===== src/rtl/i2c_rcv_pkg.sv =====
package i2c_rcv_pkg;

  // Phases of a recovery operation
  typedef enum logic [2:0] {
    RS_IDLE    = 3'd0,  // waiting for a command
    RS_CLK_LO  = 3'd1,  // pulse: SCL held low
    RS_CLK_HI  = 3'd2,  // pulse: SCL released, SDA judged at the end
    RS_STP_LO  = 3'd3,  // stop: both lines low
    RS_STP_SCL = 3'd4,  // stop: SCL released, SDA still low
    RS_STP_SDA = 3'd5   // stop: SDA released
  } rcv_state_e;

endpackage


===== src/rtl/i2c_rcv_sync.sv =====
// Multi-stage synchronizer for a vector of line inputs; resets to the idle-high level.
module i2c_rcv_sync #(
  parameter int STAGES = 2,
  parameter int WIDTH  = 2
) (
  input  logic             clk,
  input  logic             rst,
  input  logic [WIDTH-1:0] d,
  output logic [WIDTH-1:0] q
);

  genvar g;
  generate
    for (g = 0; g < WIDTH; g++) begin : g_bit
      logic [STAGES-1:0] shreg;
      always_ff @(posedge clk) begin
        if (rst) shreg <= '1;
        else     shreg <= {shreg[STAGES-2:0], d[g]};
      end
      assign q[g] = shreg[STAGES-1];
    end
  endgenerate

endmodule


===== src/rtl/i2c_rcv_linemon.sv =====
// Watches the synchronized lines for START and STOP and keeps a busy flag.
module i2c_rcv_linemon (
  input  logic clk,
  input  logic rst,
  input  logic scl_s,
  input  logic sda_s,
  output logic busy
);

  logic scl_p, sda_p;
  logic start_det, stop_det;

  assign start_det = scl_s & scl_p &  sda_p & ~sda_s;
  assign stop_det  = scl_s & scl_p & ~sda_p &  sda_s;

  always_ff @(posedge clk) begin
    if (rst) begin
      scl_p <= 1'b1;
      sda_p <= 1'b1;
      busy  <= 1'b0;
    end else begin
      scl_p <= scl_s;
      sda_p <= sda_s;
      if (start_det)     busy <= 1'b1;
      else if (stop_det) busy <= 1'b0;
    end
  end

endmodule


===== src/rtl/i2c_rcv_seq.sv =====
// Tick-paced recovery sequence: pulse burst, then STOP, then done.
module i2c_rcv_seq
  import i2c_rcv_pkg::*;
#(
  parameter int MAX_PULSES = 8
) (
  input  logic clk,
  input  logic rst,
  input  logic tick,
  input  logic recover,
  input  logic scl_s,
  input  logic sda_s,
  output logic scl_oe,
  output logic sda_oe,
  output logic done,
  output logic fail
);

  localparam int CNT_W = $clog2(MAX_PULSES + 1);
  localparam logic [CNT_W-1:0] LAST_PULSE = CNT_W'(MAX_PULSES - 1);

  rcv_state_e       state_q, state_d;
  logic [CNT_W-1:0] cnt_q, cnt_d;
  logic             fin;
  logic             accept;

  assign accept = (state_q == RS_IDLE) && recover;

  always_comb begin
    state_d = state_q;
    cnt_d   = cnt_q;
    fin     = 1'b0;
    case (state_q)
      RS_IDLE: begin
        if (recover) begin
          cnt_d = '0;
          if (!sda_s)      state_d = RS_CLK_LO;
          else if (!scl_s) state_d = RS_STP_LO;
          else             fin     = 1'b1;
        end
      end
      RS_CLK_LO: if (tick) state_d = RS_CLK_HI;
      RS_CLK_HI: begin
        if (tick) begin
          cnt_d = cnt_q + CNT_W'(1);
          if (sda_s || (cnt_q == LAST_PULSE)) state_d = RS_STP_LO;
          else                                state_d = RS_CLK_LO;
        end
      end
      RS_STP_LO:  if (tick) state_d = RS_STP_SCL;
      RS_STP_SCL: if (tick) state_d = RS_STP_SDA;
      RS_STP_SDA: begin
        if (tick) begin
          state_d = RS_IDLE;
          fin     = 1'b1;
        end
      end
      default: state_d = RS_IDLE;
    endcase
  end

  always_ff @(posedge clk) begin
    if (rst) begin
      state_q <= RS_IDLE;
      cnt_q   <= '0;
      scl_oe  <= 1'b0;
      sda_oe  <= 1'b0;
      done    <= 1'b0;
      fail    <= 1'b0;
    end else begin
      state_q <= state_d;
      cnt_q   <= cnt_d;
      scl_oe  <= (state_d == RS_CLK_LO) || (state_d == RS_STP_LO);
      sda_oe  <= (state_d == RS_STP_LO) || (state_d == RS_STP_SCL);
      done    <= fin;
      if (fin)         fail <= ~sda_s;
      else if (accept) fail <= 1'b0;
    end
  end

endmodule


===== src/rtl/i2c_bus_recover.sv =====
module i2c_bus_recover #(
  parameter int MAX_PULSES  = 8,
  parameter int SYNC_STAGES = 2
) (
  input  logic clk,
  input  logic rst,
  input  logic tick_i,
  input  logic recover_i,
  input  logic scl_i,
  input  logic sda_i,
  output logic scl_oe_o,
  output logic sda_oe_o,
  output logic done_o,
  output logic fail_o,
  output logic scl_lvl_o,
  output logic sda_lvl_o,
  output logic busy_o
);

  localparam int N_LINES = 2;

  logic [N_LINES-1:0] lines_raw, lines_s;
  logic               scl_s, sda_s;

  assign lines_raw = {scl_i, sda_i};
  assign scl_s     = lines_s[1];
  assign sda_s     = lines_s[0];

  i2c_rcv_sync #(.STAGES(SYNC_STAGES), .WIDTH(N_LINES)) u_sync (
    .clk (clk),
    .rst (rst),
    .d   (lines_raw),
    .q   (lines_s)
  );

  i2c_rcv_linemon u_mon (
    .clk   (clk),
    .rst   (rst),
    .scl_s (scl_s),
    .sda_s (sda_s),
    .busy  (busy_o)
  );

  i2c_rcv_seq #(.MAX_PULSES(MAX_PULSES)) u_seq (
    .clk     (clk),
    .rst     (rst),
    .tick    (tick_i),
    .recover (recover_i),
    .scl_s   (scl_s),
    .sda_s   (sda_s),
    .scl_oe  (scl_oe_o),
    .sda_oe  (sda_oe_o),
    .done    (done_o),
    .fail    (fail_o)
  );

  assign scl_lvl_o = scl_s;
  assign sda_lvl_o = sda_s;

endmodule


===== config.mk =====
export PLATFORM = sky130hd
export DESIGN_NAME = i2c_bus_recover
export DESIGN_NICKNAME = d
export VERILOG_FILES = /design/src/rtl/i2c_rcv_pkg.sv /design/src/rtl/i2c_rcv_sync.sv /design/src/rtl/i2c_rcv_linemon.sv /design/src/rtl/i2c_rcv_seq.sv /design/src/rtl/i2c_bus_recover.sv
export SDC_FILE = /design/constraint.sdc
export NUM_CORES = 1
export LEC_CHECK = 0
export ABC_AREA = 0
export BUFFER_PORTS_ARGS = -buffer_cell sky130_fd_sc_hd__buf_2
export CAP_MARGIN = 15
export CELL_PAD_IN_SITES_DETAIL_PLACEMENT = 2
export CELL_PAD_IN_SITES_GLOBAL_PLACEMENT = 2
export CORE_MARGIN = 1.5
export CORE_UTILIZATION = 30
export DETAILED_ROUTE_END_ITERATION = 8
export GPL_ROUTABILITY_DRIVEN = 0
export PLACE_DENSITY_LB_ADDON = 0.3
export SETUP_SLACK_MARGIN = 0.05
export SLEW_MARGIN = 40
export SYNTH_ARGS = -nofsm -noshare
export SYNTH_HDL_FRONTEND = slang
export SYNTH_SLANG_ARGS = --single-unit

===== constraint.sdc =====
create_clock -name clk -period 1.5 [get_ports clk]
set_input_delay 0.075 -clock clk [delete_from_list [all_inputs] [get_ports clk]]
set_output_delay 0.075 -clock clk [all_outputs]
set_load 0.1 [all_outputs]

==> results.txt, run 1 <==
Worst Hold End - u_seq.cnt_q[1]
Congestion Overflow GR - 0
wire per inst - 14.4 µm
worst hold-check path type - in -> reg
count of cell types in the netlist - 32
max_cap viols - 0
Crit path largest cell delay - 390 ps
clock sink count - 18
Port-buffer cells - 12
die width - 53.8 µm
Residual DRC - 0
most common cell after layout, fill and taps aside - dfxtp_1
Post-Synthesis Cell Area - 774 µm²
antenna violations before repair - 0
Final Skew - 6.97 ps
Die H - 53.8 µm
number of buffers created by CTS - 3
share of post-route cells with drive strength above 1 - 0.372
Clk Latency, worst-skew pair - 300 ps
Post-Layout Cell Count - 124
Worst Max-Slew Pin Slew - 484 ps
Crit. End Element - flop
relative slew slack - 0.680
crit path kind - reg -> reg
# fillers - 277
Site Rows - 18
post-synthesis cell count - 78
pin count of the biggest net entering global routing - 19
CP Launch Type - flop
crit-path cells - nor4b_4 > a221oi_2 > or3_1 > o22ai_1
vias per cell - 4.92
reg2reg end - u_seq.sda_oe
Synth Register Bits - 18
final net count - 102
post-synthesis sequential area ratio - 0.465
Clock Path Buffers - 2
power density over the cells - 1150 nW/µm²
final slew viol count - 0
PnR worst setup slack - 102 ps
worst hold slack - 136 ps
R2R Setup Slk - 100 ps
worst vdd ir - 508 µV
DIE AREA - 2900 µm²
Initial DRC Count - 3
area of the multi-input gates - 395 µm²
total placed cells including tap cells - 118
first-pass GRT wire length - 2990 µm
Placed Area - 872 µm²
hpwl dp - 1270 µm
root buf cell - clkbuf_4
Hold Vio Cnt, Final - 0
Arr. time, crit path - 1630 ps
status - finished clean
top cells by area, synth - dfxtp_1, or2_2, nor2_1
Inserted Diodes - 0
post-route cell area - 930 µm²
CTS tree - built
Critical-path top delay cell - dfxtp_2
DR vias - 610
min Tclk post-route - 1400 ps
final wirelength - 1790 µm
Synth area leader - dfxtp_1
most frequent cells in the layout - dfxtp_1, buf_2, nor2_1
syn_area_per_cell - 9.93 µm²
vias in the first global route - 615
Placeable Area - 2450 µm²
Ports - 13
final setup fails - 0
Synth top area share - 0.465
H-tree Lvls - 1
fin crit share - 0.932
Starting Density - 0.315
crit-path max FO - 9
synthesized net count - 85
Leakage - 0.375 nW
CP required - 1730 ps
worst reg-to-reg path cell count - 4
Worst-path clk slew - 110 ps
top achievable clock speed - 715 MHz
hold path cells - 2
gr usage total - 0.149
RSZ-0062 raised after global routing - true
hold wc startpoint - rst
YS warnings - 0
Seq. cell area - 372 µm²
Initial DRT Pass Iterations - 2
Reg2Reg Launch Point - u_seq.state_q[1]
post-detailed-route count of antenna-violating nets - 0
dpl ws - 51.8 ps
Area growth syn-to-layout - 20.0%
==> worst max path at each step <==
stage / cells after the start / end / startpoint / slack (ps)
floorplan: 4 / u_seq.fail / u_sync.g_bit[0].shreg[1] / -40
global placement: 3 / u_seq.fail / u_seq.state_q[0] / 110
detailed placement: 4 / u_seq.sda_oe / u_seq.state_q[0] / 50
CTS: 4 / u_seq.sda_oe / u_seq.state_q[2] / 80
global route: 4 / u_seq.sda_oe / u_seq.state_q[1] / 30
finish: 4 / u_seq.sda_oe / u_seq.state_q[1] / 100
==> cell type report <==
type,count,area share
multi-input combinational,55,0.425
clock inverter,1,0.00404
timing repair buffer,16,0.102
tap,30,0.0404
inverter,1,0.00404
clock buffer,3,0.0242
sequential,18,0.400
==> kinds of logic (layout without fill, tap and decap cells) <==
logic type                 count (synthesis)  after routing  synth area share
AOI/OAI and AO/OA                         13             13             0.118
xor gates and xnor gates                   2              2            0.0226
adders and majority gates                  1              1            0.0162
buffers and inverters                      5             21            0.0371
DFF                                       18             18             0.465
muxes                                      2              2            0.0258
and+or+nand+nor                           37             37             0.315
==> registers in the layout, indices dropped and copies added (netlist names) <==
name,count
u_seq.state_q,3
u_mon.sda_p,1
u_mon.scl_p,1
u_mon.busy,1
u_seq.cnt_q,4
u_sync.g_bit.shreg,4
u_seq.fail,1
u_seq.done,1
u_seq.scl_oe,1
u_seq.sda_oe,1
==> synthesized netlist by cell type <==
cell	count
and4bb_2	1
nor4b_4	1
buf_2	2
nand3_1	1
a31oi_1	1
or2_2	6
or2_1	1
and2b_1	3
a221oi_2	1
ha_1	1
o22ai_1	1
a21oi_2	1
nor2_1	7
nand2_1	6
buf_6	1
and4bb_4	1
o21bai_1	1
mux2i_1	2
or3_1	1
nand4_1	1
inv_1	1
or4b_4	1
nor3_1	3
a211oi_1	2
nor2b_1	1
nand3b_1	2
xor2_1	2
dfxtp_1	18
nor4b_1	1
a22oi_1	1
clkbuf_1	1
a21oi_1	5
==> worst max-delay path, delay by kind of cell (launching register included) <==
family	cells	cell delay [ps]
AOI/OAI and AO/OA	2	250
and+or+nand+nor	2	690
DFF	1	390
==> through the flow <==
stage,util,power (mW),TNS [ps]
after floorplan,-,0.752,-39.4
after global placement,0.355,0.804,0
after detailed placement,0.355,0.815,0
after CTS,0.375,1.08,0
after global routing,0.379,1.14,0
final,0.379,1.07,0
==> repair_timing <==
item | in CTS | in global routing
endpoints found under the setup margin | 1 | 2
pin swaps | 0 | 0
endpoints found under the hold margin | 2 | 0
gates resized for setup | 2 | 2
hold buffers | 2 | 0
setup buffers | 0 | 0
==> routing by layer <==
layer	track usage	part of all wire	vias up	wire, µm
met4	0.0769	0.0084	0	15
met5	0	0	-	0
li1	-	-	306	-
met2	0.242	0.52	6	920
met3	0.0250	0.023	2	41
met1	0.189	0.45	296	807
==> report_power, final <==
part,switching (mW),internal (mW)
logic,0.175,0.0975
registers,0.0352,0.506
clock network,0.159,0.0968
Note: power is estimated with default switching activity, not from simulation.
==> run 2, diff against run 1 <==
==> constraint.sdc (replaced) <==
create_clock -name clk -period 1.3 [get_ports clk]
set_input_delay 0.065 -clock clk [delete_from_list [all_inputs] [get_ports clk]]
set_output_delay 0.065 -clock clk [all_outputs]
set_load 0.1 [all_outputs]
==> results.txt, run 2 (synthesis results as in run 1) <==
status - finished, violations left
violated checks - setup timing
final setup fails - 4 (+4)
area of the multi-input gates - 432 µm² (+9.2%)
crit path kind - reg -> reg
Crit. End Element - flop
final slew viol count - 0 (unchanged)
share of post-route cells with drive strength above 1 - 0.527 (+0.155)
most frequent cells in the layout - buf_4, dfxtp_1, buf_2
most common cell after layout, fill and taps aside - buf_4
Ports - 13 (unchanged)
Clock Path Buffers - 2 (unchanged)
share of power burned in registers - 0.448 (-0.058)
R2R Setup Slk - -70 ps (-170 ps)
power density over the cells - 1240 nW/µm² (+7.8%)
Arr. time, crit path - 1610 ps (-20 ps)
top achievable clock speed - 731 MHz (+2.2%)
die width - 53.8 µm (unchanged)
first-pass GRT wire length - 3660 µm (+22%)
CP Launch Type - flop
Area growth syn-to-layout - 42.6%
Starting Density - 0.315 (unchanged)
Site Rows - 18 (unchanged)
fin crit share - 1.05 (+0.120)
number of buffers created by CTS - 3 (unchanged)
Placeable Area - 2450 µm² (unchanged)
final net count - 118 (+16%)
worst reg-to-reg path cell count - 3 (-1)
clock sink count - 18 (unchanged)
dpl ws - -111 ps (-163 ps)
internal power - 0.894 mW (+28%)
vias in the first global route - 731 (+19%)
root buf cell - clkbuf_4
cell class contributing the biggest share of worst-path delay - simple AND/OR/NAND/NOR gates
Congestion Overflow GR - 0 (unchanged)
worst hold-check path type - in -> reg
hold path cells - 2 (unchanged)
Initial DRC Count - 4 (+1)
DR vias - 695 (+14%)
WP buf/inv - 0 (unchanged)
Crit path largest cell delay - 570 ps (+180 ps)
post-detailed-route count of antenna-violating nets - 0 (unchanged)
relative slew slack - 0.679 (-0.000818)
CP required - 1540 ps (-190 ps)
WP depth - 3 (-1)
Leakage - 0.471 nW (+26%)
Die H - 53.8 µm (unchanged)
# fillers - 275 (-0.72%)
DIE AREA - 2900 µm² (unchanged)
Hold Vio Cnt, Final - 0 (unchanged)
PnR worst setup slack - -68.0 ps (-170 ps)
registers with the most flip-flops - u_seq.cnt_q (4), u_sync.g_bit.shreg (4), u_seq.state_q (3)
max_cap viols - 0 (unchanged)
worst vdd ir - 663 µV (+31%)
Worst Max-Slew Pin Slew - 485 ps (+1.24 ps)
Seq. cell area - 378 µm² (+1.7%)
Critical-path top delay cell - or4b_4
crit-path cells - or4b_4 > a21oi_4 > mux2i_1
Port-buffer cells - 12 (unchanged)
CTS tree - built
Clock power frac - 0.219 (-0.020)
antenna violations before repair - 0 (unchanged)
Comb power frac - 0.333 (+0.078)
Inserted Diodes - 0 (unchanged)
pin count of the biggest net entering global routing - 19 (unchanged)
crit-path max FO - 7 (-2)
min Tclk post-route - 1370 ps (-30.1 ps)
sw frac - 0.347 (+0.00204)
hpwl dp - 1510 µm (+19%)
H-tree Lvls - 1 (unchanged)
Clk Latency, worst-skew pair - 300 ps (about the same)
vias per cell - 4.96 (+0.91%)
gr usage total - 0.187 (+0.0372)
Residual DRC - 0 (unchanged)
final wirelength - 2320 µm (+30%)
Setup TNS - -117 ps (-117 ps)
Sw Pwr - 0.476 mW (+29%)
wire per inst - 16.5 µm (+15%)
Initial DRT Pass Iterations - 3 (+1)
Worst-path clk slew - 120 ps (about the same)
Final Skew - 8.82 ps (+1.86 ps)
RSZ-0062 raised after global routing - true
[run 2: cell types whose count changed in the layout (fill, tap and decap cells not counted), moves of 2 or more]
cell | previous run | this run
buf_4 | 2 | 18
a211oi_1 | 2 | 0
a211oi_2 | 0 | 2
buf_2 | 12 | 10
buf_6 | 0 | 2
dfxtp_4 | 2 | 4
[run 2: cell type report]
class,instances,area share
Timing Repair Buffer,32,0.206
Tap cell,30,0.0340
Clock buffer,3,0.0204
Multi-Input combinational cell,55,0.391
Inverter,1,0.00340
Clock inverter,1,0.00340
Sequential cell,18,0.342
[run 2: worst reg2reg max path: stages, from the launching register on]
cell and delay (ps):
dfxtp_4 390, or4b_4 570, a21oi_4 150, mux2i_1 190
[run 2: routing by layer]
metal / GRT usage / vias up / routed length (µm)
met5: 0 / - / 0
met4: 0.0684 / 0 / 36
met3: 0.0444 / 4 / 58
met2: 0.329 / 8 / 1230
met1: 0.217 / 342 / 989
li1: - / 341 / -
[run 2: path summary, 6_finish.rpt]
kind,from,to
setup reg to reg,u_seq.state_q[0],u_seq.fail
hold reg to reg,u_sync.g_bit[0].shreg[0],u_sync.g_bit[0].shreg[1]
setup / recovery,u_seq.state_q[0],u_seq.fail
hold / removal,rst,u_seq.cnt_q[0]
[run 2: power by group through the flow]
stage / registers (mW) / logic, mW / clock network, mW
global placement: 0.623 / 0.359 / 0
global route: 0.620 / 0.488 / 0.340
CTS: 0.613 / 0.458 / 0.306
finish: 0.614 / 0.457 / 0.300
floorplan: 0.716 / 0.151 / 0
detailed placement: 0.626 / 0.374 / 0
[run 2: stage by stage]
step           instance area [µm²]  hold WS, ps  instances  utilization  power [mW]
2_1_floorplan                  786          169         78            -       0.867
3_3_place_gp                   948          247        128        0.386       0.983
3_5_place_dp                   948          252        128        0.386       0.999
4_1_cts                       1110          128        141        0.451        1.38
5_1_grt                       1100          146        140        0.450        1.45
6_report                      1100          133        140        0.450        1.37
[run 2: timing repair]
item	4_1_cts	5_1_grt
endpoints found under the setup margin	12	10
resized for setup	17	1
hold buffers	2	0
hold endpoints to repair	2	0
buffers inserted	7	0
pin swaps	8	2
==> run 3, diff against run 2 <==
--- a/config.mk
+++ b/config.mk
@@ -19,4 +19,5 @@
 export SLEW_MARGIN = 40
 export SYNTH_ARGS = -nofsm -noshare
 export SYNTH_HDL_FRONTEND = slang
+export SYNTH_HIERARCHICAL = 1
 export SYNTH_SLANG_ARGS = --single-unit
==> results.txt, run 3 <==
final wirelength - 1940 µm (-16%)
pin count of the biggest net entering global routing - 17 (-2)
CP required - 1480 ps (-60 ps)
Crit. End Element - flop
Synth Area in XOR/XNOR - 0.0342 (+0.0116)
Reg2Reg Launch Point - u_seq/state_q[2]
PnR worst setup slack - 6.74 ps (+74.7 ps)
syn_area_per_cell - 9.72 µm² (-2.1%)
DR vias - 639 (-8.1%)
worst hold slack - 117 ps (-16.1 ps)
top achievable clock speed - 773 MHz (+5.8%)
min Tclk post-route - 1290 ps (-74.7 ps)
Initial DRC Count - 3 (-1)
Setup TNS - 0 ps (+117 ps)
Post-Layout Cell Count - 130 (-7.1%)
H-tree Lvls - 1 (unchanged)
met1 usage - 0.171 (-0.0453)
Crit path largest cell delay - 380 ps (-190 ps)
Comb power frac - 0.208 (-0.125)
Critical-path top delay cell - dfxtp_4
relative slew slack - 0.678 (-0.000779)
Starting Density - 0.313 (-0.00255)
Critical path origin - u_seq/state_q[2]
total placed cells including tap cells - 119 (-7.0%)
Die H - 53.6 µm (-0.38%)
WP buf/inv - 1 (+1)
Leakage - 0.430 nW (-8.6%)
Clock Path Buffers - 2 (unchanged)
top cells by area, synth - dfxtp_1, or2_1, nor2_1
met2 Use GR - 0.272 (-0.0577)
fin crit share - 0.995 (-0.0575)
RSZ-0062 raised after global routing - true
final setup fails - 0 (-4)
Seq. cell area - 374 µm² (-0.99%)
worst vdd ir - 568 µV (-14%)
Area growth syn-to-layout - 29.3%
die width - 53.6 µm (-0.38%)
crit path kind - reg -> reg
Synth Area in Adders - 0.0163 (+0.000132)
Hold Vio Cnt, Final - 0 (unchanged)
CP Launch Type - flop
top post-synthesis cells by count - dfxtp_1, nor2_1, or2_1
Layout Utilization - 0.405 (-0.0454)
Final Skew - 5.82 ps (-3.01 ps)
Residual DRC - 0 (unchanged)
share of post-route cells with drive strength above 1 - 0.370 (-0.157)
power density over the cells - 1200 nW/µm² (-3.2%)
post-synthesis sequential area ratio - 0.469 (+0.00379)
Clk Latency, worst-skew pair - 300 ps (about the same)
Compound-Gate Fraction of Synth Area - 0.119 (+0.000960)
Synth top area share - 0.469 (+0.00379)
Worst-path clk slew - 100 ps (-20 ps)
share of power burned in registers - 0.501 (+0.053)
post-detailed-route count of antenna-violating nets - 0 (unchanged)
Worst Max-Slew Pin Slew - 486 ps (+1.18 ps)
sw frac - 0.302 (-0.0454)
Placeable Area - 2450 µm² (unchanged)
WP depth - 5 (+2)
cell class contributing the biggest share of worst-path delay - simple AND/OR/NAND/NOR gates
hpwl dp - 1260 µm (-16%)
DIE AREA - 2870 µm² (-0.76%)
antenna violations before repair - 0 (unchanged)
Synth Flop Type - dfxtp_1
status - finished clean
crit-path cells - nor4b_4 > buf_4 > nor2_2 > a22oi_1 > nor2_1
# fillers - 277 (+0.73%)
simple-gate share of the synthesized area - 0.252 (-0.0626)
Congestion Overflow GR - 0 (unchanged)
hold path cells - 2 (unchanged)
Clock power frac - 0.291 (+0.072)
root buf cell - clkbuf_4
final net count - 108 (-8.5%)
wire per inst - 14.9 µm (-9.7%)
most frequent cells in the layout - dfxtp_1, buf_2, buf_4
grt met3 use - 0.0500 (+0.00556)
vias in the first global route - 659 (-9.8%)
worst reg-to-reg path cell count - 5 (+2)
R2R Setup Slk - 7 ps (+70 ps)
count of cell types in the netlist - 34 (+6.3%)
mux contribution to synthesized area - 0.0261 (+0.000210)
Port-buffer cells - 12 (unchanged)
Synth area leader - dfxtp_1
Synth Register Bits - 18 (unchanged)
dpl ws - -39.9 ps (+70.8 ps)
number of buffers created by CTS - 3 (unchanged)
Sw Pwr - 0.360 mW (-24%)
Inserted Diodes - 0 (unchanged)
YS warnings - 6 (+6)
Post-synth EDFFs - 0 (unchanged)
worst setup path endpoint - u_seq/cnt_q[1]
final slew viol count - 0 (unchanged)
most common cell after layout, fill and taps aside - dfxtp_1
CTS tree - built
largest family of logic cells by synthesized area - simple AND/OR/NAND/NOR gates
GR peak layer - met2
vias per cell - 4.92 (-0.99%)
crit-path max FO - 6 (-1)
Site Rows - 18 (unchanged)
gr usage total - 0.151 (-0.0354)
max_cap viols - 0 (unchanged)
Post-Synthesis Cell Area - 768 µm² (-0.81%)
Initial DRT Pass Iterations - 3 (unchanged)
asr flop ratio synth - 0 (unchanged)
synthesized net count - 86 (+1.2%)
area of the multi-input gates - 362 µm² (-16%)
reg2reg end - u_seq/cnt_q[1]
worst hold-check path type - in -> reg
clock sink count - 18 (unchanged)
registers with the most flip-flops - u_seq/cnt_q (4), u_sync/g_bit.shreg (4), u_seq/state_q (3)
first-pass GRT wire length - 3060 µm (-16%)
top-count cell post-synth - dfxtp_1
internal power - 0.832 mW (-6.9%)
post-synthesis cell count - 79 (+1.3%)
Arr. time, crit path - 1480 ps (-130 ps)
Ports - 13 (unchanged)
==> run 3: cell count changes in the layout (fill, tap and decap cells not counted), sizes merged, moves of 2 or more <==
cell,previous run,this run
nand3b,2,0
nand4b,0,2
o21ai,0,3
a21oi,6,2
a211oi,2,0
nand2,6,4
and2b,3,0
buf,30,21
inv,1,5
==> run 3: power groups by stage <==
| stage | sequential (mW) | clock (mW) | combinational, mW |
|---|---|---|---|
| after floorplan | 0.665 | 0 | 0.121 |
| after global placement | 0.609 | 0 | 0.217 |
| after detailed placement | 0.611 | 0 | 0.223 |
| after CTS | 0.598 | 0.364 | 0.236 |
| after global routing | 0.602 | 0.386 | 0.266 |
| final | 0.597 | 0.347 | 0.248 |
==> run 3: area by class of cell <==
| type | count | share of cell area |
|---|---|---|
| clock buffers | 4 | 0.0365 |
| flip-flops and latches | 18 | 0.377 |
| well taps | 30 | 0.0378 |
| inverters | 5 | 0.0189 |
| repair buffers | 23 | 0.166 |
| multi-input cells | 50 | 0.364 |
==> run 3: through the flow <==
step,cell area (µm²),power [mW]
floorplan,769,0.785
global placement,867,0.826
detailed placement,867,0.833
CTS,957,1.20
global route,993,1.25
finish,993,1.19
==> run 3: metal layers <==
layer  share of wire  vias up
met5               0        -
met4           0.023        0
met3           0.033        4
met2            0.53       11
met1            0.42      311
li1                -      313
==> run 3: kinds of logic (layout without fill, tap and decap cells) <==
logic type | count (synthesis) | after routing
AOI/OAI and AO/OA | 13 | 13
xor gates and xnor gates | 3 | 3
adders and majority gates | 1 | 1
buffers and inverters | 11 | 32
DFF | 18 | 18
muxes | 2 | 2
and+or+nand+nor | 31 | 31
==> run 3: timing repair <==
item | 4_1_cts | 5_1_grt
buffers inserted | 3 | 2
gates resized for setup | 6 | 7
pin swaps | 3 | 3
endpoints found under the setup margin | 10 | 10
hold buffers | 2 | 0
endpoints found under the hold margin | 2 | 0
==> run 3: worst min-delay path by stage <==
stage          startpoint                  endpoint  slack, ps
4_1_cts               rst            u_seq/cnt_q[0]        120
6_report              rst            u_seq/cnt_q[0]        120
5_1_grt               rst                u_seq/fail        130
2_1_floorplan         rst                u_mon/busy        130
3_3_place_gp        scl_i  u_sync/g_bit[1].shreg[0]        250
3_5_place_dp        sda_i  u_sync/g_bit[0].shreg[0]        250
